### config.mk
export PLATFORM = sky130hd
export DESIGN_NAME = mmio_bridge
export DESIGN_NICKNAME = d
export VERILOG_FILES = /design/src/rtl/mmio_pkg.sv /design/src/rtl/mmio_decode.sv /design/src/rtl/mmio_inputs.sv /design/src/rtl/mmio_outputs.sv /design/src/rtl/mmio_bridge.sv
export SDC_FILE = /design/constraint.sdc
export NUM_CORES = 1
export LEC_CHECK = 0
export BUFFER_PORTS_ARGS = -buffer_cell sky130_fd_sc_hd__buf_4
export CORE_AREA = 2 2 102 104
export DETAILED_ROUTE_END_ITERATION = 7
export DIE_AREA = 0 0 104 106
export GPL_ROUTABILITY_DRIVEN = 0
export PLACE_DENSITY = 0.75
export SLEW_MARGIN = 20
export SYNTH_ARGS = -nofsm -noshare
export SYNTH_HDL_FRONTEND = slang
export SYNTH_HIERARCHICAL = 1
export SYNTH_SLANG_ARGS = --single-unit
export TNS_END_PERCENT = 20
### constraint.sdc
create_clock -name clk -period 3.26 [get_ports clk]
set_clock_uncertainty 0.2 [all_clocks]
set_input_delay 0 -clock clk [delete_from_list [all_inputs] [get_ports clk]]
set_output_delay 0 -clock clk [all_outputs]
set_load 0.01 [all_outputs]
### src/rtl/mmio_pkg.sv
package mmio_pkg;

    localparam int ADDR_W    = 32;
    localparam int DATA_W    = 32;
    localparam int MEM_AW    = 14;
    localparam int SW_W      = 16;
    localparam int BTN_N     = 4;
    localparam int BTN_IDX_W = $clog2(BTN_N);
    localparam int LED_W     = 16;
    localparam int NARROW_W  = 16;
    localparam int LEFT_W    = 8;
    localparam int RIGHT_W   = 8;

    localparam logic [ADDR_W-1:0] ADR_SW_ALL       = 32'hFFFF_FC00;
    localparam logic [ADDR_W-1:0] ADR_SW_LEFT      = 32'hFFFF_FC10;
    localparam logic [ADDR_W-1:0] ADR_BTN_BASE     = 32'hFFFF_FC20;
    localparam int                BTN_STRIDE       = 2;
    localparam logic [ADDR_W-1:0] ADR_LED_ALL      = 32'hFFFF_FC40;
    localparam logic [ADDR_W-1:0] ADR_LED_RIGHT    = 32'hFFFF_FC60;
    localparam logic [ADDR_W-1:0] ADR_DISP_WIDE    = 32'hFFFF_FC69;
    localparam logic [ADDR_W-1:0] ADR_DISP_NARROW  = 32'hFFFF_FC70;

    localparam logic [LED_W-1:0] LED_RESET = '1;

    typedef enum logic [1:0] {
        RD_NONE,
        RD_SW_ALL,
        RD_SW_LEFT,
        RD_BUTTON
    } rd_sel_e;

    typedef enum logic [2:0] {
        WR_NONE,
        WR_LED_ALL,
        WR_LED_RIGHT,
        WR_DISP_WIDE,
        WR_DISP_NARROW
    } wr_sel_e;

    typedef struct packed {
        logic                 is_io;
        logic                 mem_access;
        logic                 mem_write;
        rd_sel_e              rsel;
        wr_sel_e              wsel;
        logic [BTN_IDX_W-1:0] btn_idx;
    } route_t;

    function automatic logic addr_is_io(input logic [ADDR_W-1:0] a);
        return a[ADDR_W-1];
    endfunction

    function automatic logic [ADDR_W-1:0] btn_addr(input int k);
        return ADR_BTN_BASE + ADDR_W'(k * BTN_STRIDE);
    endfunction

    function automatic wr_sel_e decode_write(input logic [ADDR_W-1:0] a);
        case (a)
            ADR_LED_ALL:     return WR_LED_ALL;
            ADR_LED_RIGHT:   return WR_LED_RIGHT;
            ADR_DISP_WIDE:   return WR_DISP_WIDE;
            ADR_DISP_NARROW: return WR_DISP_NARROW;
            default:         return WR_NONE;
        endcase
    endfunction

endpackage

### src/rtl/mmio_decode.sv
module mmio_decode
    import mmio_pkg::*;
(
    input  logic [ADDR_W-1:0] addr,
    input  logic              rd,
    input  logic              wr,
    output route_t            route
);

    logic [BTN_N-1:0]     btn_hit;
    logic [BTN_IDX_W-1:0] btn_idx;

    for (genvar k = 0; k < BTN_N; k++) begin : g_btn_hit
        assign btn_hit[k] = (addr == btn_addr(k));
    end

    always_comb begin
        btn_idx = '0;
        for (int k = 0; k < BTN_N; k++) begin
            if (btn_hit[k]) btn_idx = BTN_IDX_W'(k);
        end
    end

    always_comb begin
        route            = '0;
        route.is_io      = addr_is_io(addr);
        route.mem_access = (rd | wr) & ~route.is_io;
        route.mem_write  = wr & ~route.is_io;
        route.rsel       = RD_NONE;
        route.wsel       = WR_NONE;
        route.btn_idx    = btn_idx;
        if (route.is_io && rd) begin
            if (addr == ADR_SW_ALL)       route.rsel = RD_SW_ALL;
            else if (addr == ADR_SW_LEFT) route.rsel = RD_SW_LEFT;
            else if (|btn_hit)            route.rsel = RD_BUTTON;
        end
        if (route.is_io && wr) begin
            route.wsel = decode_write(addr);
        end
    end

endmodule

### src/rtl/mmio_inputs.sv
module mmio_inputs
    import mmio_pkg::*;
(
    input  logic              clk,
    input  logic              rst,
    input  route_t            route,
    input  logic [SW_W-1:0]   sw_in,
    input  logic [BTN_N-1:0]  btn_in,
    output logic [DATA_W-1:0] io_rdata
);

    always_comb begin
        io_rdata = '0;
        unique case (route.rsel)
            RD_SW_ALL:  io_rdata[SW_W-1:0]   = sw_in;
            RD_SW_LEFT: io_rdata[LEFT_W-1:0] = sw_in[SW_W-1 -: LEFT_W];
            RD_BUTTON:  io_rdata[0]          = btn_in[route.btn_idx];
            default:    io_rdata             = '0;
        endcase
    end

    assert_unmapped_read_zero_R9: assert property (@(posedge clk) disable iff (rst)
        (route.is_io && route.rsel == RD_NONE) |-> (io_rdata == '0));

    assert_button_single_bit_R5: assert property (@(posedge clk) disable iff (rst)
        (route.rsel == RD_BUTTON) |-> (io_rdata[DATA_W-1:1] == '0));

    assert_left_switch_pad_R4: assert property (@(posedge clk) disable iff (rst)
        (route.rsel == RD_SW_LEFT) |-> (io_rdata[DATA_W-1:LEFT_W] == '0));

endmodule

### src/rtl/mmio_outputs.sv
module mmio_outputs
    import mmio_pkg::*;
(
    input  logic              clk,
    input  logic              rst,
    input  route_t            route,
    input  logic [DATA_W-1:0] wdata,
    output logic [LED_W-1:0]  led_q,
    output logic [DATA_W-1:0] disp_wide_q,
    output logic [NARROW_W-1:0] disp_narrow_q
);

    always_ff @(posedge clk) begin
        if (rst) begin
            led_q         <= LED_RESET;
            disp_wide_q   <= '0;
            disp_narrow_q <= '0;
        end else begin
            unique case (route.wsel)
                WR_LED_ALL:     led_q                <= wdata[LED_W-1:0];
                WR_LED_RIGHT:   led_q[RIGHT_W-1:0]   <= wdata[RIGHT_W-1:0];
                WR_DISP_WIDE:   disp_wide_q          <= wdata;
                WR_DISP_NARROW: disp_narrow_q        <= wdata[NARROW_W-1:0];
                default: ;
            endcase
        end
    end

    assert_right_led_keeps_left_R7: assert property (@(posedge clk) disable iff (rst)
        (route.wsel == WR_LED_RIGHT) |=> (led_q[LED_W-1:RIGHT_W] == $past(led_q[LED_W-1:RIGHT_W])));

    assert_no_write_no_change_R9: assert property (@(posedge clk) disable iff (rst)
        (route.wsel == WR_NONE) |=> ($stable(led_q) && $stable(disp_wide_q) && $stable(disp_narrow_q)));

    assert_wide_display_load_R8: assert property (@(posedge clk) disable iff (rst)
        (route.wsel == WR_DISP_WIDE) |=> (disp_wide_q == $past(wdata)));

    assert_led_full_load_R6: assert property (@(posedge clk) disable iff (rst)
        (route.wsel == WR_LED_ALL) |=> (led_q == $past(wdata[LED_W-1:0])));

endmodule

### src/rtl/mmio_bridge.sv
module mmio_bridge
    import mmio_pkg::*;
(
    input  logic                clk,
    input  logic                rst,
    input  logic [ADDR_W-1:0]   core_addr,
    input  logic [DATA_W-1:0]   core_wdata,
    input  logic                core_rd,
    input  logic                core_wr,
    output logic [DATA_W-1:0]   core_rdata,
    output logic                mem_en,
    output logic                mem_we,
    output logic [MEM_AW-1:0]   mem_addr,
    output logic [DATA_W-1:0]   mem_wdata,
    input  logic [DATA_W-1:0]   mem_rdata,
    input  logic [SW_W-1:0]     sw_in,
    input  logic [BTN_N-1:0]    btn_in,
    output logic [LED_W-1:0]    led_out,
    output logic [DATA_W-1:0]   disp_wide_out,
    output logic [NARROW_W-1:0] disp_narrow_out
);

    localparam int WORD_LSB = $clog2(DATA_W / 8);

    route_t            route;
    logic [DATA_W-1:0] io_rdata;

    mmio_decode u_decode (
        .addr  (core_addr),
        .rd    (core_rd),
        .wr    (core_wr),
        .route (route)
    );

    mmio_inputs u_inputs (
        .clk      (clk),
        .rst      (rst),
        .route    (route),
        .sw_in    (sw_in),
        .btn_in   (btn_in),
        .io_rdata (io_rdata)
    );

    mmio_outputs u_outputs (
        .clk           (clk),
        .rst           (rst),
        .route         (route),
        .wdata         (core_wdata),
        .led_q         (led_out),
        .disp_wide_q   (disp_wide_out),
        .disp_narrow_q (disp_narrow_out)
    );

    assign mem_en     = route.mem_access;
    assign mem_we     = route.mem_write;
    assign mem_addr   = core_addr[WORD_LSB +: MEM_AW];
    assign mem_wdata  = core_wdata;
    assign core_rdata = route.is_io ? io_rdata : mem_rdata;

    assert_io_keeps_memory_idle_R1: assert property (@(posedge clk) disable iff (rst)
        core_addr[ADDR_W-1] |-> (!mem_en && !mem_we));

    assert_store_reaches_memory_R1: assert property (@(posedge clk) disable iff (rst)
        (core_wr && !core_addr[ADDR_W-1]) |-> (mem_en && mem_we));

    assert_single_op_R1: assert property (@(posedge clk) disable iff (rst)
        !(core_rd && core_wr));

endmodule

==> impl_metrics.env <==
export IMPL_diodes=0
export IMPL_rsz0062_at_grt="true"
export IMPL_synth_cells=444
export IMPL_ctsHtreeMaxLevel=3
export IMPL_grt_first_pass_wirelength_um=19800
export IMPL_ys_types=44
export IMPL_cts_buffers=9
export IMPL_synth_ff_type="dfxtp_1"
export IMPL_final_cell_mix="271 x buf_4, 97 x nand2_1, 64 x dfxtp_1"
export IMPL_drive_gt1_frac=0.477
export IMPL_antenna_found_initial=1
export IMPL_grt_max_degree=73
export IMPL_dieHeight_um=106
export IMPL_p_sw_frac=0.258
export IMPL_p_leak_uw=0.00274
export IMPL_multi_input_area_mm2=0.00197
export IMPL_final_common_cell="buf_4"
export IMPL_synth_compound_area_share=0.108
export IMPL_synth_area_mux_share=0.150
export IMPL_synth_edf_count=0
export IMPL_dieArea_mm2=0.0110
export IMPL_start_kind="primary input"
export IMPL_grt_ovfl_total=0
export IMPL_status="finished, final reports clean"
export IMPL_io_pins=264
export IMPL_path_class="primary input to primary output"
export IMPL_min_period_over_period=0.962
export IMPL_clock_fmax_ghz=0.319
export IMPL_intPower_uw=1380
export IMPL_fin_area_mm2=0.00607
export IMPL_cp_required_ns=3.06
export IMPL_clk_latency_ns=0.33
export IMPL_wl_um=12900
export IMPL_remaining_drc_errors=0
export IMPL_first_pass_iters=4
export IMPL_utilization=0.607
export IMPL_regArea_mm2=0.00128
export IMPL_pwr_share_comb=0.205
export IMPL_port_buffers=263
export IMPL_irDropWorstVdd_uv=343
export IMPL_cts_tree="yes"
export IMPL_start_util=0.383
export IMPL_crit_arrival_ns=2.94
export IMPL_end_kind="primary output"
export IMPL_nFillCells=849
export IMPL_antenna_left=0
export IMPL_power_per_cell_area_mw_per_mm2=306
export IMPL_post_drt_wl_per_cell_um=15.5
export IMPL_synth_top_family_by_area="simple AND/OR/NAND/NOR gates"
export IMPL_netSwitchingPower_uw=478
export IMPL_grtUsageTotal=0.224
export IMPL_clkPwrFrac=0.374
export IMPL_timing_max_cap_violations=0
export IMPL_clock_sinks=64
export IMPL_relSlewSlack=0.529
export IMPL_rows=37
export IMPL_clockBufferDepth=2
export IMPL_yosysSeqAreaShare=0.335
export IMPL_fin_crit_ns=3.14
export IMPL_area_delta_synth_final_pct=58.6
export IMPL_worst_slew_pin_slew_ns=0.706
export IMPL_vias=4012
export IMPL_clockRootBuffer="clkbuf_8"
export IMPL_netlist_area_mm2=0.00383
export IMPL_setup_viol=0
export IMPL_seq_power_share=0.421
export IMPL_yosys_warnings=6
export IMPL_synth_simple_area_share=0.218
export IMPL_grt_pass1_vias=3963
export IMPL_critPathMaxFanout=8
export IMPL_async_reset_ff_frac=0
export IMPL_place_area_mm2=0.00544
export IMPL_hold_ws_ns=0.00140
export IMPL_power_total_uw=1860
export IMPL_synth_xor_area_frac=0.00229
export IMPL_place_hpwl_um=9570
export IMPL_yosys_area_share_adder=0.0131
export IMPL_via_per_inst=4.81
export IMPL_ys_seq_elements=64
export IMPL_die_w_um=104
export IMPL_timing_hold_violations_final=0
export IMPL_hold_class="primary input to primary output"
export IMPL_finalMaxSlewViolations=0
export IMPL_core_area_mm2=0.0100
export IMPL_nets=817
export IMPL_drtIter0Drc=181
export IMPL_synth_avg_cell_area_um2=8.63
## routing by layer
| layer | routed length (µm) | track usage |
|---|---|---|
| met1 | 4680 | 0.227 |
| met2 | 6720 | 0.416 |
| met3 | 1180 | 0.0865 |
| met4 | 321 | 0.0830 |
| met5 | 13 | 0 |
## repair_timing
action	4_1_cts	5_1_grt
resized for setup	0	4
endpoints found under the hold margin	84	0
endpoints found under the setup margin	0	3
hold buffers	41	0
setup buffers	0	0
## registers in the layout, indices dropped and copies added (netlist names)
| name | count |
|---|---|
| u_outputs/disp_narrow_q | 16 |
| u_outputs/disp_wide_q | 32 |
| u_outputs/led_q | 16 |
## synthesized netlist by cell type (3+ instances only)
library cell,instances,area [µm²]
mux2i_1,8,80.1
a21oi_1,49,245
a22oi_1,7,52.6
buf_4,64,480
a211o_2,6,60.1
clkbuf_1,12,45.0
nor2_1,21,78.8
nor3_1,5,25.0
buf_6,3,33.8
buf_2,5,25.0
ha_1,4,50.1
dfxtp_1,64,1280
mux2_4,30,450
nor2b_1,17,106
and2_1,9,56.3
nand2_1,97,364
buf_12,3,60.1
nand3_1,4,20.0
nand4_1,5,31.3
## final cells by class
| cell class | instances | share of cell area |
|---|---|---|
| Sequential cell | 64 | 0.211 |
| Timing Repair Buffer | 312 | 0.402 |
| Clock inverter | 7 | 0.0132 |
| Inverter | 2 | 0.00124 |
| Clock buffer | 9 | 0.0204 |
| Multi-Input combinational cell | 304 | 0.324 |
| Tap cell | 136 | 0.0280 |
## path summary, 6_finish.rpt
kind	startpoint	endpoint	slack (ns)	cells past startpoint
worst max-delay path	core_addr[15]	core_rdata[0]	0.12	11
worst min register to register	u_outputs/disp_wide_q[26]	u_outputs/disp_wide_q[26]	0.26	2
worst min-delay path	core_addr[13]	mem_addr[11]	0.001	2
worst max register to register	u_outputs/disp_wide_q[19]	u_outputs/disp_wide_q[19]	1.88	3
## worst max-delay path, stage by stage
cell and delay (ns):
dlygate4sd3_1 0.53, buf_4 0.11, and4_1 0.22, nand4_1 0.27, nor4_2 0.44, inv_1 0.13
ha_1 0.32, a222oi_1 0.40, nor2_1 0.11, mux2_4 0.27, buf_4 0.14
## power groups by stage
stage	clock network, µW	registers, µW	logic [µW]
finish	695	781	381
global route	740	781	405
CTS	706	781	379
detailed placement	0	799	342
global placement	0	799	341
floorplan	0	799	179
## through the flow
step	std cells	setup slack, ns	setup TNS, ns
after detailed placement	777	0.162	0
final	834	0.123	0
after global placement	777	0.330	0
after global routing	834	-0.00923	-0.00923
after CTS	834	0.0503	0
after floorplan	459	0.725	0
## cell families (layout without fill, tap and decap cells)
family | Yosys count | count (layout)
AOI/OAI and AO/OA | 68 | 68
muxes | 41 | 41
buffers and inverters | 91 | 330
DFF | 64 | 64
xor gates and xnor gates | 1 | 1
other | 1 | 16
and+or+nand+nor | 174 | 174
adders and majority gates | 4 | 4
Power figures use the tool's default switching activity.
